File: config.mk
export PLATFORM = sky130hd
export DESIGN_NAME = vcap_frame_grab
export DESIGN_NICKNAME = d
export VERILOG_FILES = /design/src/rtl/vcap_pkg.sv /design/src/rtl/vcap_btn_sync.sv /design/src/rtl/vcap_trs_detect.sv /design/src/rtl/vcap_capture_ctrl.sv /design/src/rtl/vcap_pixel_writer.sv /design/src/rtl/vcap_frame_grab.sv
export SDC_FILE = /design/constraint.sdc
export NUM_CORES = 1
export LEC_CHECK = 0
export BUFFER_PORTS_ARGS = -buffer_cell sky130_fd_sc_hd__buf_2
export CAP_MARGIN = 20
export CORE_ASPECT_RATIO = 0.8
export CORE_MARGIN = 2
export CORE_UTILIZATION = 58
export CTS_CLUSTER_DIAMETER = 120
export CTS_CLUSTER_SIZE = 30
export DETAILED_ROUTE_END_ITERATION = 7
export PLACE_DENSITY_LB_ADDON = 0.1
export SLEW_MARGIN = 20
export SYNTH_ARGS = -nofsm -noshare
export SYNTH_HDL_FRONTEND = slang
export SYNTH_SLANG_ARGS = --single-unit
File: constraint.sdc
create_clock -name clk -period 4.4 [get_ports clk]
set_input_delay 0.66 -clock clk [delete_from_list [all_inputs] [get_ports clk]]
set_output_delay 0.66 -clock clk [all_outputs]
set_load 0.05 [all_outputs]
File: src/rtl/vcap_pkg.sv
package vcap_pkg;

    typedef enum logic [1:0] {
        ST_IDLE,
        ST_ARMED,
        ST_FIELD_A,
        ST_FIELD_B
    } cap_state_t;

    // Framing tag carried beside each byte through the look-back pipeline
    typedef struct packed {
        logic fld;
        logic sol;
        logic sof;
        logic mark;
    } px_tag_t;

    localparam int TRS_PREFIX_LEN = 3;

endpackage

File: src/rtl/vcap_btn_sync.sv
module vcap_btn_sync #(
    parameter int SYNC_STAGES = 2
) (
    input  logic clk,
    input  logic rst_n,
    input  logic btn_raw,
    output logic press
);
    logic [SYNC_STAGES-1:0] chain;
    logic                   prev;

    generate
        for (genvar i = 0; i < SYNC_STAGES; i++) begin : g_stage
            if (i == 0) begin : g_first
                always_ff @(posedge clk or negedge rst_n) begin
                    if (!rst_n) chain[i] <= 1'b0;
                    else        chain[i] <= btn_raw;
                end
            end else begin : g_next
                always_ff @(posedge clk or negedge rst_n) begin
                    if (!rst_n) chain[i] <= 1'b0;
                    else        chain[i] <= chain[i-1];
                end
            end
        end
    endgenerate

    always_ff @(posedge clk or negedge rst_n) begin
        if (!rst_n) prev <= 1'b0;
        else        prev <= chain[SYNC_STAGES-1];
    end

    assign press = chain[SYNC_STAGES-1] & ~prev;

endmodule

File: src/rtl/vcap_trs_detect.sv
module vcap_trs_detect
    import vcap_pkg::*;
#(
    parameter int DATA_W = 8
) (
    input  logic              clk,
    input  logic              rst_n,
    input  logic [DATA_W-1:0] byte_in,
    output logic              trs_hit,
    output logic              trs_f,
    output logic              trs_v,
    output logic              trs_h,
    output logic [DATA_W-1:0] lag_byte
);
    localparam int F_POS = DATA_W - 2;
    localparam int V_POS = DATA_W - 3;
    localparam int H_POS = DATA_W - 4;

    // hist[0] is the byte of the previous cycle, hist[2] the oldest
    logic [DATA_W-1:0] hist [TRS_PREFIX_LEN];

    generate
        for (genvar i = 0; i < TRS_PREFIX_LEN; i++) begin : g_hist
            if (i == 0) begin : g_head
                always_ff @(posedge clk or negedge rst_n) begin
                    if (!rst_n) hist[i] <= '0;
                    else        hist[i] <= byte_in;
                end
            end else begin : g_tail
                always_ff @(posedge clk or negedge rst_n) begin
                    if (!rst_n) hist[i] <= '0;
                    else        hist[i] <= hist[i-1];
                end
            end
        end
    endgenerate

    assign trs_hit  = (hist[2] == {DATA_W{1'b1}}) && (hist[1] == '0) && (hist[0] == '0);
    assign trs_f    = byte_in[F_POS];
    assign trs_v    = byte_in[V_POS];
    assign trs_h    = byte_in[H_POS];
    assign lag_byte = hist[TRS_PREFIX_LEN-1];

endmodule

File: src/rtl/vcap_capture_ctrl.sv
module vcap_capture_ctrl
    import vcap_pkg::*;
(
    input  logic clk,
    input  logic rst_n,
    input  logic press,
    input  logic trs_hit,
    input  logic trs_f,
    output logic busy,
    output logic capturing,
    output logic frame_start
);
    cap_state_t state, state_nx;
    logic       last_f;
    logic       f_fall;
    logic       f_rise;

    assign f_fall = trs_hit && !trs_f &&  last_f;
    assign f_rise = trs_hit &&  trs_f && !last_f;

    // State register and field history
    always_ff @(posedge clk or negedge rst_n) begin
        if (!rst_n) begin
            state  <= ST_IDLE;
            last_f <= 1'b0;
        end else begin
            state <= state_nx;
            if (trs_hit) last_f <= trs_f;
        end
    end

    // Transitions and outputs
    always_comb begin
        state_nx    = state;
        busy        = 1'b1;
        capturing   = 1'b0;
        frame_start = 1'b0;
        unique case (state)
            ST_IDLE: begin
                busy = 1'b0;
                if (press) state_nx = ST_ARMED;
            end
            ST_ARMED: begin
                if (f_fall) begin
                    state_nx    = ST_FIELD_A;
                    frame_start = 1'b1;
                end
            end
            ST_FIELD_A: begin
                capturing = 1'b1;
                if (f_rise) state_nx = ST_FIELD_B;
            end
            ST_FIELD_B: begin
                capturing = 1'b1;
                if (f_fall) state_nx = ST_IDLE;
            end
            default: state_nx = ST_IDLE;
        endcase
    end

endmodule

File: src/rtl/vcap_pixel_writer.sv
module vcap_pixel_writer
    import vcap_pkg::*;
#(
    parameter int DATA_W = 8,
    localparam int WORD_W = DATA_W + 3
) (
    input  logic              clk,
    input  logic              rst_n,
    input  logic              trs_hit,
    input  logic              trs_f,
    input  logic              trs_v,
    input  logic              trs_h,
    input  logic [DATA_W-1:0] lag_byte,
    input  logic              capturing,
    input  logic              frame_start,
    input  logic              fifo_full,
    output logic              fifo_wr,
    output logic [WORD_W-1:0] fifo_data,
    output logic              overflow
);
    logic    in_line;
    logic    sol_pend;
    logic    sof_pend;
    logic    cur_f;
    px_tag_t tag_in;
    px_tag_t tag [TRS_PREFIX_LEN];
    logic    leave;

    // Tag for the byte entering the look-back pipeline this cycle
    always_comb begin
        tag_in.mark = in_line && capturing && !trs_hit;
        tag_in.sol  = tag_in.mark && sol_pend;
        tag_in.sof  = tag_in.mark && sof_pend;
        tag_in.fld  = cur_f;
    end

    // Line tracking from timing codes
    always_ff @(posedge clk or negedge rst_n) begin
        if (!rst_n) begin
            in_line  <= 1'b0;
            sol_pend <= 1'b0;
            sof_pend <= 1'b0;
            cur_f    <= 1'b0;
        end else begin
            if (trs_hit) begin
                if (trs_h) begin
                    in_line <= 1'b0;
                end else begin
                    in_line  <= !trs_v;
                    sol_pend <= !trs_v;
                    cur_f    <= trs_f;
                end
            end else if (tag_in.mark) begin
                sol_pend <= 1'b0;
            end
            if (frame_start)      sof_pend <= 1'b1;
            else if (tag_in.mark) sof_pend <= 1'b0;
        end
    end

    // Tags move with the bytes; a timing code retracts the prefix bytes
    generate
        for (genvar i = 0; i < TRS_PREFIX_LEN; i++) begin : g_tag
            if (i == 0) begin : g_head
                always_ff @(posedge clk or negedge rst_n) begin
                    if (!rst_n) tag[i] <= '0;
                    else        tag[i] <= tag_in;
                end
            end else begin : g_tail
                always_ff @(posedge clk or negedge rst_n) begin
                    if (!rst_n) begin
                        tag[i] <= '0;
                    end else begin
                        tag[i]      <= tag[i-1];
                        tag[i].mark <= tag[i-1].mark && !trs_hit;
                    end
                end
            end
        end
    endgenerate

    assign leave = tag[TRS_PREFIX_LEN-1].mark && !trs_hit;

    always_ff @(posedge clk or negedge rst_n) begin
        if (!rst_n) begin
            fifo_wr   <= 1'b0;
            fifo_data <= '0;
            overflow  <= 1'b0;
        end else begin
            fifo_wr   <= leave && !fifo_full;
            fifo_data <= {tag[TRS_PREFIX_LEN-1].fld,
                          tag[TRS_PREFIX_LEN-1].sol,
                          tag[TRS_PREFIX_LEN-1].sof,
                          lag_byte};
            if (leave && fifo_full) overflow <= 1'b1;
        end
    end

endmodule

File: src/rtl/vcap_frame_grab.sv
module vcap_frame_grab
    import vcap_pkg::*;
#(
    parameter int DATA_W      = 8,
    parameter int SYNC_STAGES = 2,
    localparam int WORD_W     = DATA_W + 3
) (
    input  logic              clk,
    input  logic              rst_n,
    input  logic [DATA_W-1:0] vid_byte,
    input  logic              btn_raw,
    input  logic              fifo_full,
    output logic              fifo_wr,
    output logic [WORD_W-1:0] fifo_data,
    output logic              overflow,
    output logic              busy
);
    logic              press;
    logic              trs_hit;
    logic              trs_f;
    logic              trs_v;
    logic              trs_h;
    logic [DATA_W-1:0] lag_byte;
    logic              capturing;
    logic              frame_start;

    vcap_btn_sync #(.SYNC_STAGES(SYNC_STAGES)) u_btn (
        .clk     (clk),
        .rst_n   (rst_n),
        .btn_raw (btn_raw),
        .press   (press)
    );

    vcap_trs_detect #(.DATA_W(DATA_W)) u_trs (
        .clk      (clk),
        .rst_n    (rst_n),
        .byte_in  (vid_byte),
        .trs_hit  (trs_hit),
        .trs_f    (trs_f),
        .trs_v    (trs_v),
        .trs_h    (trs_h),
        .lag_byte (lag_byte)
    );

    vcap_capture_ctrl u_ctrl (
        .clk         (clk),
        .rst_n       (rst_n),
        .press       (press),
        .trs_hit     (trs_hit),
        .trs_f       (trs_f),
        .busy        (busy),
        .capturing   (capturing),
        .frame_start (frame_start)
    );

    vcap_pixel_writer #(.DATA_W(DATA_W)) u_wr (
        .clk         (clk),
        .rst_n       (rst_n),
        .trs_hit     (trs_hit),
        .trs_f       (trs_f),
        .trs_v       (trs_v),
        .trs_h       (trs_h),
        .lag_byte    (lag_byte),
        .capturing   (capturing),
        .frame_start (frame_start),
        .fifo_full   (fifo_full),
        .fifo_wr     (fifo_wr),
        .fifo_data   (fifo_data),
        .overflow    (overflow)
    );

endmodule

Word-level counts from Yosys, hierarchy flattened
Index checks and enable logic that the tools add are counted.
- equal/unequal tests: 9
- multiplexer cells: 14
- bitwise logic cells: 3
- reductions and logical operators: 29
- operators with widths (cell ; count):
    $logic_not 8->1 ; 2
    $logic_and 1x1->1 ; 15
    $mux 1 ; 9
    $eq 8x8->1 const B ; 1
    $mux 2 ; 4
    $pmux 2 s4 ; 1
    $ne 2x1->1 const B ; 3
    $logic_not 1->1 ; 5
    $eq 2x2->1 const B ; 2
    $ne 2x2->1 const B ; 2
    $reduce_and 2->1 ; 2
    $reduce_and 4->1 ; 1
    $reduce_bool 2->1 ; 2
    $eq 2x1->1 const B ; 1
    $logic_not 2->1 ; 1
    $not 1->1 ; 2
    $reduce_or 2->1 ; 1
    $and 1x1->1 ; 1
- bits in registers: 59
- input bits: 12
- output and inout port bits: 14
- word-level logic and storage cells: 82

Depth between registers and ports, before layout
Gate-level depths: netlist of run 1.
- depth after elaboration: 8
- gate-level depth with buffers: 7
- mapped depth without buffers: 7

By module
Synthesis of run 1 repeated with hierarchy kept, for this count alone.
- cells, all modules: 117
- area, all modules: 1929.4 um^2
- by module, submodules not included (module ; times used ; cells an instance ; area an instance (um^2)):
    vcap_pixel_writer ; 1 ; 48 ; 840.8
    vcap_trs_detect ; 1 ; 44 ; 758.2
    vcap_capture_ctrl ; 1 ; 21 ; 241.5
    vcap_btn_sync ; 1 ; 4 ; 88.8

Worst setup path before layout of run 1
OpenSTA, ideal clock, no wires.
- path type: reg2reg
- from: register u_trs.hist[9] (netlist bit)
- to: register u_wr.cur_f
- data arrival time: 1.643 ns
- required time: 4.275 ns
- setup slack: 2.633 ns
- cell stages (with the launch flop): 7
- period minus slack after synthesis: 1.767 ns
- cell sequence: dfrtp_1 nor4b_2 nand4_2 or2_1 buf_6 nor2_1 mux2_2
- longest elaborated chain between the ends: 4
- ends and longest elaborated chain (item ; line ; source):
    from (decl) ; vcap_trs_detect.sv:20 ; logic [DATA_W-1:0] hist [TRS_PREFIX_LEN];
    from (signal, indexed assignment) ; vcap_trs_detect.sv:32 ; else hist[i] <= hist[i-1];
    $logic_not 8->1 ; vcap_trs_detect.sv:38 ; assign trs_hit = (hist[2] == {DATA_W{1'b1}}) && (hist[1] == '0) && (hist[0] == '0);
    $logic_and 1x1->1 (2 in a row) ; vcap_trs_detect.sv:38 ;
    $reduce_and 2->1 (no source line) ; - ;
    to (signal assigned) ; vcap_pixel_writer.sv:51 ; cur_f <= trs_f;
    to (decl) ; vcap_pixel_writer.sv:24 ; logic cur_f;
Every way passes these cells.
A chain may end at the register's enable or synchronous reset.

Worst setup path after layout of run 1
- from: register u_ctrl.state[0]
- to: output port busy
- longest elaborated chain between the ends: 2
- ends and longest elaborated chain (item ; line ; source):
    from (decl) ; vcap_capture_ctrl.sv:13 ; cap_state_t state, state_nx;
    from (signal assigned) ; vcap_capture_ctrl.sv:27 ; state <= state_nx;
    $logic_not 2->1 ; vcap_capture_ctrl.sv:38 ; unique case (state)
    $mux 1 ; vcap_capture_ctrl.sv:38 ;
    to (decl) ; vcap_frame_grab.sv:16 ; output logic busy
Every way passes these cells.

==> run summary, run 1 <==
The run finished with clean final reports. In this run the horizontal extent of the chip is 66.7 um. The initial utilization of the core area, before any placement, comes to 60.0%. In this run the count of I/O pins placed on the die edge is 26. Routability-driven placement finished with a final weighted congestion of 0.728. The final worst-path cycle share is 46.1%, and the sequential fraction of design power is 52.2%. Counting flops with a built-in enable in the synthesized netlist gives 0.

Chip height: 54.1 um. Synthesis produced a netlist whose cell count is 109. Synthesis instantiated 26 different standard cells from the library. Cell with the biggest individual delay on the critical path: dfrtp_1. The final layout contains routed wiring with a total length of 2730 um.

Static timing analysis puts the maximum clock frequency at 493 MHz. The final setup violation count was 0; the cell area after layout was 0.00219 mm^2. The library cell used most frequently in the layout, excluding fill and tap cells, is dfrtp_1. Net switching is 23.1% of the power. During synthesis, Yosys emitted a total of 0 warnings. The logs give 0.000386 V for the peak supply drop and 0 for the max-capacitance violation count. Category of the critical setup timing path: register to output port. The total DRC errors in the routed layout was 0; the synthesis-to-layout area growth was 20.0%.

0 antenna diodes ended up in the layout. For the data required time of the critical path, the log shows 3.74 ns. In this run, synthesis produced a sequential element count of 59. Clock transition time at the flip-flop clock pins of the worst setup and hold paths: 0.06 ns. The cell sitting at the root of the clock tree is a clkbuf_8. Along the worst path, the maximum fanout reaches 3. The logs give 2 for the maximum buffer depth of the clock tree and 0 for the number of setup buffers added after CTS. Post-CTS repair changed the size of 0 cells.

The share of async-settable or async-resettable flops after synthesis came out at 100%. Layout filler cell count: 202. The number of nets handed over by synthesis was 125.

The maximum number of pins on one net before global-route repair is 60, and the total power divided by cell area is 516 mW/mm^2. Of the cells placed in the final design, the portion with a size suffix greater than 1 is 34.0%. Cell internal power was estimated by the tool at 869 uW. The run gives 9 as the CTS buffer count. Across all layers, the routed design uses 969 vias.

After the last flow step, the layout net total stands at 161. Once layout is complete, the utilization of the core stands at 72.0%. The clock network accounts for 41.2% of the total power.

The count of buffers from port buffering was 25; the clock network latency to the later pin of the worst-skew pair was 0.33 ns. The via count of the first global-routing pass is 987, and the hold slack is 0.348 ns. Dividing the synthesized area by the synthesized cell count gives 16.7 um^2. The detail-routed net length per standard cell is 14.3 um, and the number of placement rows is 18. The tools report the number of detailed-route iterations in the first pass as 5.

The leakage power is 0.00109 uW, and the actual slew at the worst max-slew pin is 0.684 ns. Across the routed clock network, the largest skew measured is 0.00824 ns. For this design the total switching power over the nets is 261 uW. In the layout the commonest cells are dfrtp_1, buf_2, clkbuf_8. After the first detailed-routing iteration, the DRC count stood at 38.

The first global-routing pass estimated 4510 um of wire. Final-layout setup total negative slack: 0 ns. Walking the worst path, the cells encountered are inv_1, ha_1, inv_1, buf_2. The total area inside the core boundary comes to 0.00304 mm^2. The data arrival time of the worst path was 1.37 ns. The cell that appears most often on the critical path is inv_1. In the synthesized netlist the dominant register cell turns out to be dfrtp_1. The largest single stage delay on the critical path is 0.39 ns. Clock tree synthesis found a total of 59 sinks. Estimated wirelength of the detail-placed design: 1830 um.

The via count normalized by instance count was 5.10; the die area was 0.00361 mm^2. Headroom to the max-slew limit came out at 54.4%. The number of H-tree levels was 3; the remaining antenna violation count was 0. For the number of antenna violations at the first check in global routing, the log shows 0. After global routing the overflow that remains totals 0. The part of the Yosys area used for sequential elements is 81.0%. The mapped netlist covers 0.00182 mm^2. The final hold violation count is 0. The minimum period implied by the final worst setup slack came out at 2.03 ns. The number of slew-limit violations in the final report came out at 0. Setup repair after global routing left no endpoint under its margin. Global routing used 19.2% of the available tracks across all layers. The run gives 0.00199 mm^2 as the placement-stage cell area. Endpoint type of the worst setup path: an output port.

Type of element launching the critical path: a register. The share of total power dissipated in combinational logic is 6.6%. TritonCTS built the clock tree.

The type of the tightest min-delay check was register to register. Buffers inserted to repair hold after CTS numbered 0.
## final cells by class
class	count	area, um^2	area share (%)
timing repair buffer	26	133	6.06
clock buffer	11	141	6.46
tap	40	50.0	2.29
inverter	5	18.8	0.858
sequential	59	1480	67.5
multi-input combinational	44	317	14.5
clock inverter	5	52.6	2.40
## worst max-delay path: cells and delay by family (launching register included)
family     cells  cell delay [ns]
flops          1             0.39
fa+ha+maj      1             0.20
buf+inv        3             0.45
## power by group through the flow
stage               Combinational (uW)  Sequential (uW)  Clock (uW)
floorplan                         15.1              626           0
detailed placement                74.1              599           0
global route                      80.1              594         499
global placement                  73.4              598           0
finish                            74.2              590         465
CTS                               75.4              590         474
## cells in the mapped netlist, types with 2 or more instances
cell type   n  area share (%)
nor4_1      4             1.4
and2_2      2            0.82
nor2b_1     2            0.69
nand2_1     8             1.6
nor3_1      2            0.55
inv_1       5             1.0
nor2_1      5             1.0
mux2_2      2             1.2
dfrtp_1    59              81
ha_1        4             2.7
## cell families after synthesis
| logic type | Yosys count | synth area share, % |
|---|---|---|
| AND/OR/NAND/NOR | 31 | 10.1 |
| buffers and inverters | 6 | 1.65 |
| AO/OA/AOI/OAI | 7 | 3.30 |
| multiplexers | 2 | 1.24 |
| flip-flops | 59 | 81.0 |
| adder cells (fa/ha/maj) | 4 | 2.75 |
## path summary, 6_finish.rpt
| path | slack (ns) | startpoint | to | cells past startpoint |
|---|---|---|---|---|
| worst max-delay path | 2.37 | u_ctrl.state[0]$_DFFE_PN0P_ | busy | 4 |
| worst min-delay path | 0.35 | u_wr.tag[11]$_DFF_PN0_ | u_wr.tag[7]$_DFF_PN0_ | 0 |
| worst min register to register | 0.35 | u_wr.tag[11]$_DFF_PN0_ | u_wr.tag[7]$_DFF_PN0_ | 0 |
| worst max register to register | 2.45 | u_trs.hist[19]$_DFF_PN0_ | u_wr.cur_f$_DFFE_PN0P_ | 5 |
| min in group asynchronous | 0.46 | rst_n | u_wr.fifo_data[1]$_DFF_PN0_ | 2 |
| max in group asynchronous | 3.49 | rst_n | u_wr.fifo_data[9]$_DFF_PN0_ | 2 |
## metal layers
metal  vias up  part of all wire, %  GRT usage [%]  routed length, um
met4         0                  2.4           13.3                 65
met1       488                   42           21.6               1140
met3        10                  7.3           7.53                200
met5         -                    0              0                  0
li1        439                    -              -                  -
met2        32                   48           30.7               1320
## flip-flops by register name (all words and copies together), names as in the netlist, 2 cells and up
name            cells
u_btn.chain         2
u_ctrl.state        2
u_wr.fifo_data     11
u_wr.tag           12
u_trs.lag_byte      8
u_trs.hist         16
## metrics by stage
step / cells / power, uW / worst slack [ns]
detailed placement: 174 / 673 / 2.46
global placement: 174 / 671 / 2.57
CTS: 190 / 1140 / 2.36
global route: 190 / 1170 / 2.29
floorplan: 109 / 641 / 2.63
finish: 190 / 1130 / 2.37
Note: power is estimated with default switching activity, not from simulation.
==> run 2: changes to the inputs <==
--- a/config.mk
+++ b/config.mk
@@ -9,7 +9,7 @@
 export CAP_MARGIN = 20
 export CORE_ASPECT_RATIO = 0.8
 export CORE_MARGIN = 2
-export CORE_UTILIZATION = 58
+export CORE_UTILIZATION = 49
 export CTS_CLUSTER_DIAMETER = 120
 export CTS_CLUSTER_SIZE = 30
 export DETAILED_ROUTE_END_ITERATION = 7
==> constraint.sdc (replaced) <==
create_clock -name clk -period 1.8 [get_ports clk]
set_input_delay 0.27 -clock clk [delete_from_list [all_inputs] [get_ports clk]]
set_output_delay 0.27 -clock clk [all_outputs]
set_load 0.05 [all_outputs]
==> run 2 against run 1 <==
Against the previous run:
- clock power grew to 2.6 times the previous value
- clock-buffer cell count is 4 higher
- clock skew is 0.0053 ns lower
- via count stayed put
- critical path depth is 2 higher
==> run summary, run 2 (same netlist as run 1, synthesis figures left out) <==
After layout, the worst path uses 99.2% of the clock period. The most critical setup path has its startpoint at u_trs.hist[9]$_DFF_PN0_. The number of flip-flops under the largest register name was 16 (unchanged); the number of antenna repair diodes was 0 (unchanged). For the relative slew slack, the log shows 79.6% (+25 points). The total DRC errors in the routed layout is 0 (unchanged).

In the layout the commonest cells are dfrtp_1, buf_2, clkbuf_8. The placeable core region was 0.00349 mm^2 (+15%). The endpoint type of the worst setup path is a register. The remaining antenna violation count was 0 (unchanged).

The number of slew-limit violations in the final report is 0 (unchanged). The starting density of the core is 52.2% (-7.8 points). Setup repair after global routing could not meet its margin everywhere. The total congestion overflow is 0 (unchanged), and the chip height is 58.6 um (+8.1%). The run gives 19 (+1) as the number of placement rows. The max-capacitance violation count came out at 0 (unchanged).

The width of the die is 72.2 um (+8.3%), and the data arrival time of the worst path is 2.00 ns (+0.63 ns). The sink of the worst hold path was u_btn.chain[0]$_DFF_PN0_. The data required time of the critical path is 2.01 ns (-1.73 ns), and the number of H-tree levels is 3 (unchanged). The final-layout setup total negative slack was 0 ns (unchanged); the count of buffers from port buffering was 25 (unchanged). The tools report the starting DRC count in detailed routing as 76 (+100%). Category of the critical setup timing path: register to register. The worst reg-to-reg path cell count came out at 6 (+1). The instance count after placement with tap cells included was 178 (+2.3%). The synthesis-to-layout area growth was 28.1%. The cell sitting at the root of the clock tree is a clkbuf_8.

The number of antenna violations at the first check in global routing came out at 0 (unchanged). For the combined flip-flop and latch cell area, the log shows 0.00148 mm^2 (unchanged). Clock transition time at the flip-flop clock pins of the worst setup and hold paths: 0.06 ns (about the same). The estimated wirelength of the detail-placed design is 1660 um (-9.6%), and the first-pass GRT wire length is 4610 um (+2.1%). The routed wire length was 2770 um (+1.4%). The launch point of the worst reg-to-reg path is u_trs.hist[9]$_DFF_PN0_. For the final setup violation count, the log shows 0 (unchanged). Clock tree skew after final layout: 0.00293 ns (-0.00530 ns). The run gives 169 (+5.0%) as the total number of nets in the final design.

The number of cells traversed by the worst hold path works out to 1 (+1). Type of the tightest min-delay check: primary input to register. Total power divided by cell area: 1220 mW/mm^2 (+140%).

The actual slew at the worst max-slew pin came out at 0.302 ns (-0.382 ns). The utilization after layout was 66.8% (-5.2 points); the detail-routed net length per standard cell was 13.8 um (-3.6%). The maximum number of pins on one net before global-route repair is 60 (unchanged). The final cell count without fillers was 200 (+5.3%). Based on the critical path, the design can be clocked at up to 560 MHz.

The cell area after layout is 0.00233 mm^2 (+6.7%), and the peak supply drop is 0.000713 V (+85%). The placement-stage cell area is 0.00202 mm^2 (+1.5%), and the layout filler cell count is 257 (+27%). The die area was 0.00423 mm^2 (+17%). The minimum period implied by the final worst setup slack works out to 1.79 ns. The post-route total power is 2840 uW (+150%).

TritonCTS built the clock tree. Counting flops per register, the top entry is u_trs.hist. CTS buffer count: 9 (unchanged).

The via count is 969 (unchanged). Share of final-layout standard cells stronger than drive strength 1: 38.6% (+4.6 points). The flow ran to the end, and the final reports show no timing, DRC or antenna violations. The largest registers in the layout are u_trs.hist x16, u_wr.tag x12, u_wr.fifo_data x11.

The worst hold path begins at btn_raw. Maximum buffer depth of the clock tree: 2 (unchanged). The routability congestion estimate came out at 0.800 (+9.9%). For the register-to-register path setup slack, the log shows 0.01 ns (-2.44 ns). Type of element launching the critical path: a register.

The clock net sink count is 59 (unchanged). The peak fanout along the critical path works out to 3 (unchanged). The capturing point of the worst reg2reg path is u_ctrl.state[1]$_DFFE_PN0P_. The logs give 0.00115 uW (+5.7%) for the leakage power and 369 um^2 (+17%) for the multi-input logic area.

The most common cell after layout, fill and taps aside is dfrtp_1. The clock network latency to the later pin of the worst-skew pair is 0.32 ns (about the same), and the number of detailed-route iterations in the first pass is 4 (-1). Via count of the first global-routing pass: 972 (-1.5%). The logs give 15.9% (-3.3 points) for the global router's overall resource usage and 26 (unchanged) for the number of ports placed on the die boundary.

The final hold violation count was 0 (unchanged). The via count normalized by instance count is 4.85 (-5.0%).
-- run 2: cell type report --
| type | instances | share of cell area, % |
|---|---|---|
| flip-flops and latches | 59 | 63.2 |
| inverters | 5 | 0.804 |
| repair buffers | 34 | 9.06 |
| well taps | 42 | 2.25 |
| clock inverters | 1 | 1.29 |
| multi-input cells | 44 | 15.8 |
| clock buffers | 15 | 7.56 |
-- run 2: where the power goes --
group / switching, uW / internal, uW / leakage (uW)
combinational: 134 / 56.6 / 0.000329
clock: 450 / 755 / 0.000104
sequential: 33.0 / 1410 / 0.000714
total: 618 / 2220 / 0.00115
-- run 2: critical path, cell delays in order (launching register included) --
cell and delay, ns:
dfrtp_1 0.38, nor4b_2 0.29, nand4_2 0.12, buf_4 0.18
nor4_4 0.29, o22ai_2 0.12, mux2_2 0.28
-- run 2: worst max path at each step --
| stage | endpoint | slack [ns] | depth (start not counted) |
|---|---|---|---|
| after floorplan | u_wr.cur_f$_DFFE_PN0P_ | 0.03 | 6 |
| after global placement | u_wr.cur_f$_DFFE_PN0P_ | -0.01 | 5 |
| after detailed placement | u_wr.cur_f$_DFFE_PN0P_ | -0.09 | 5 |
| after CTS | u_ctrl.state[1]$_DFFE_PN0P_ | 0.002 | 6 |
| after global routing | u_ctrl.state[1]$_DFFE_PN0P_ | -0.09 | 6 |
| final | u_ctrl.state[1]$_DFFE_PN0P_ | 0.01 | 6 |
-- run 2: stage by stage --
step	hold WS, ns	setup slack, ns
4_1_cts	0.0290	0.00193
3_3_place_gp	0.290	-0.0147
5_1_grt	0.0237	-0.0930
6_report	0.0473	0.0149
3_5_place_dp	0.291	-0.0928
2_1_floorplan	-0.0256	0.0326
-- run 2: layer usage --
layer,vias up,routed length [um],GRT usage (%)
li1,456,-,-
met3,7,168,9.42
met5,-,0,0
met1,478,1190,19.3
met2,28,1360,23.3
met4,0,48,6.74
-- run 2: what timing repair did --
action                                 CTS  global route
setup endpoints to repair                3             4
setup buffers                            3             2
pin swaps                                5             5
endpoints found under the hold margin   59             0
cloned                                   0             0
hold buffers                             1             0
gates resized for setup                  7             2
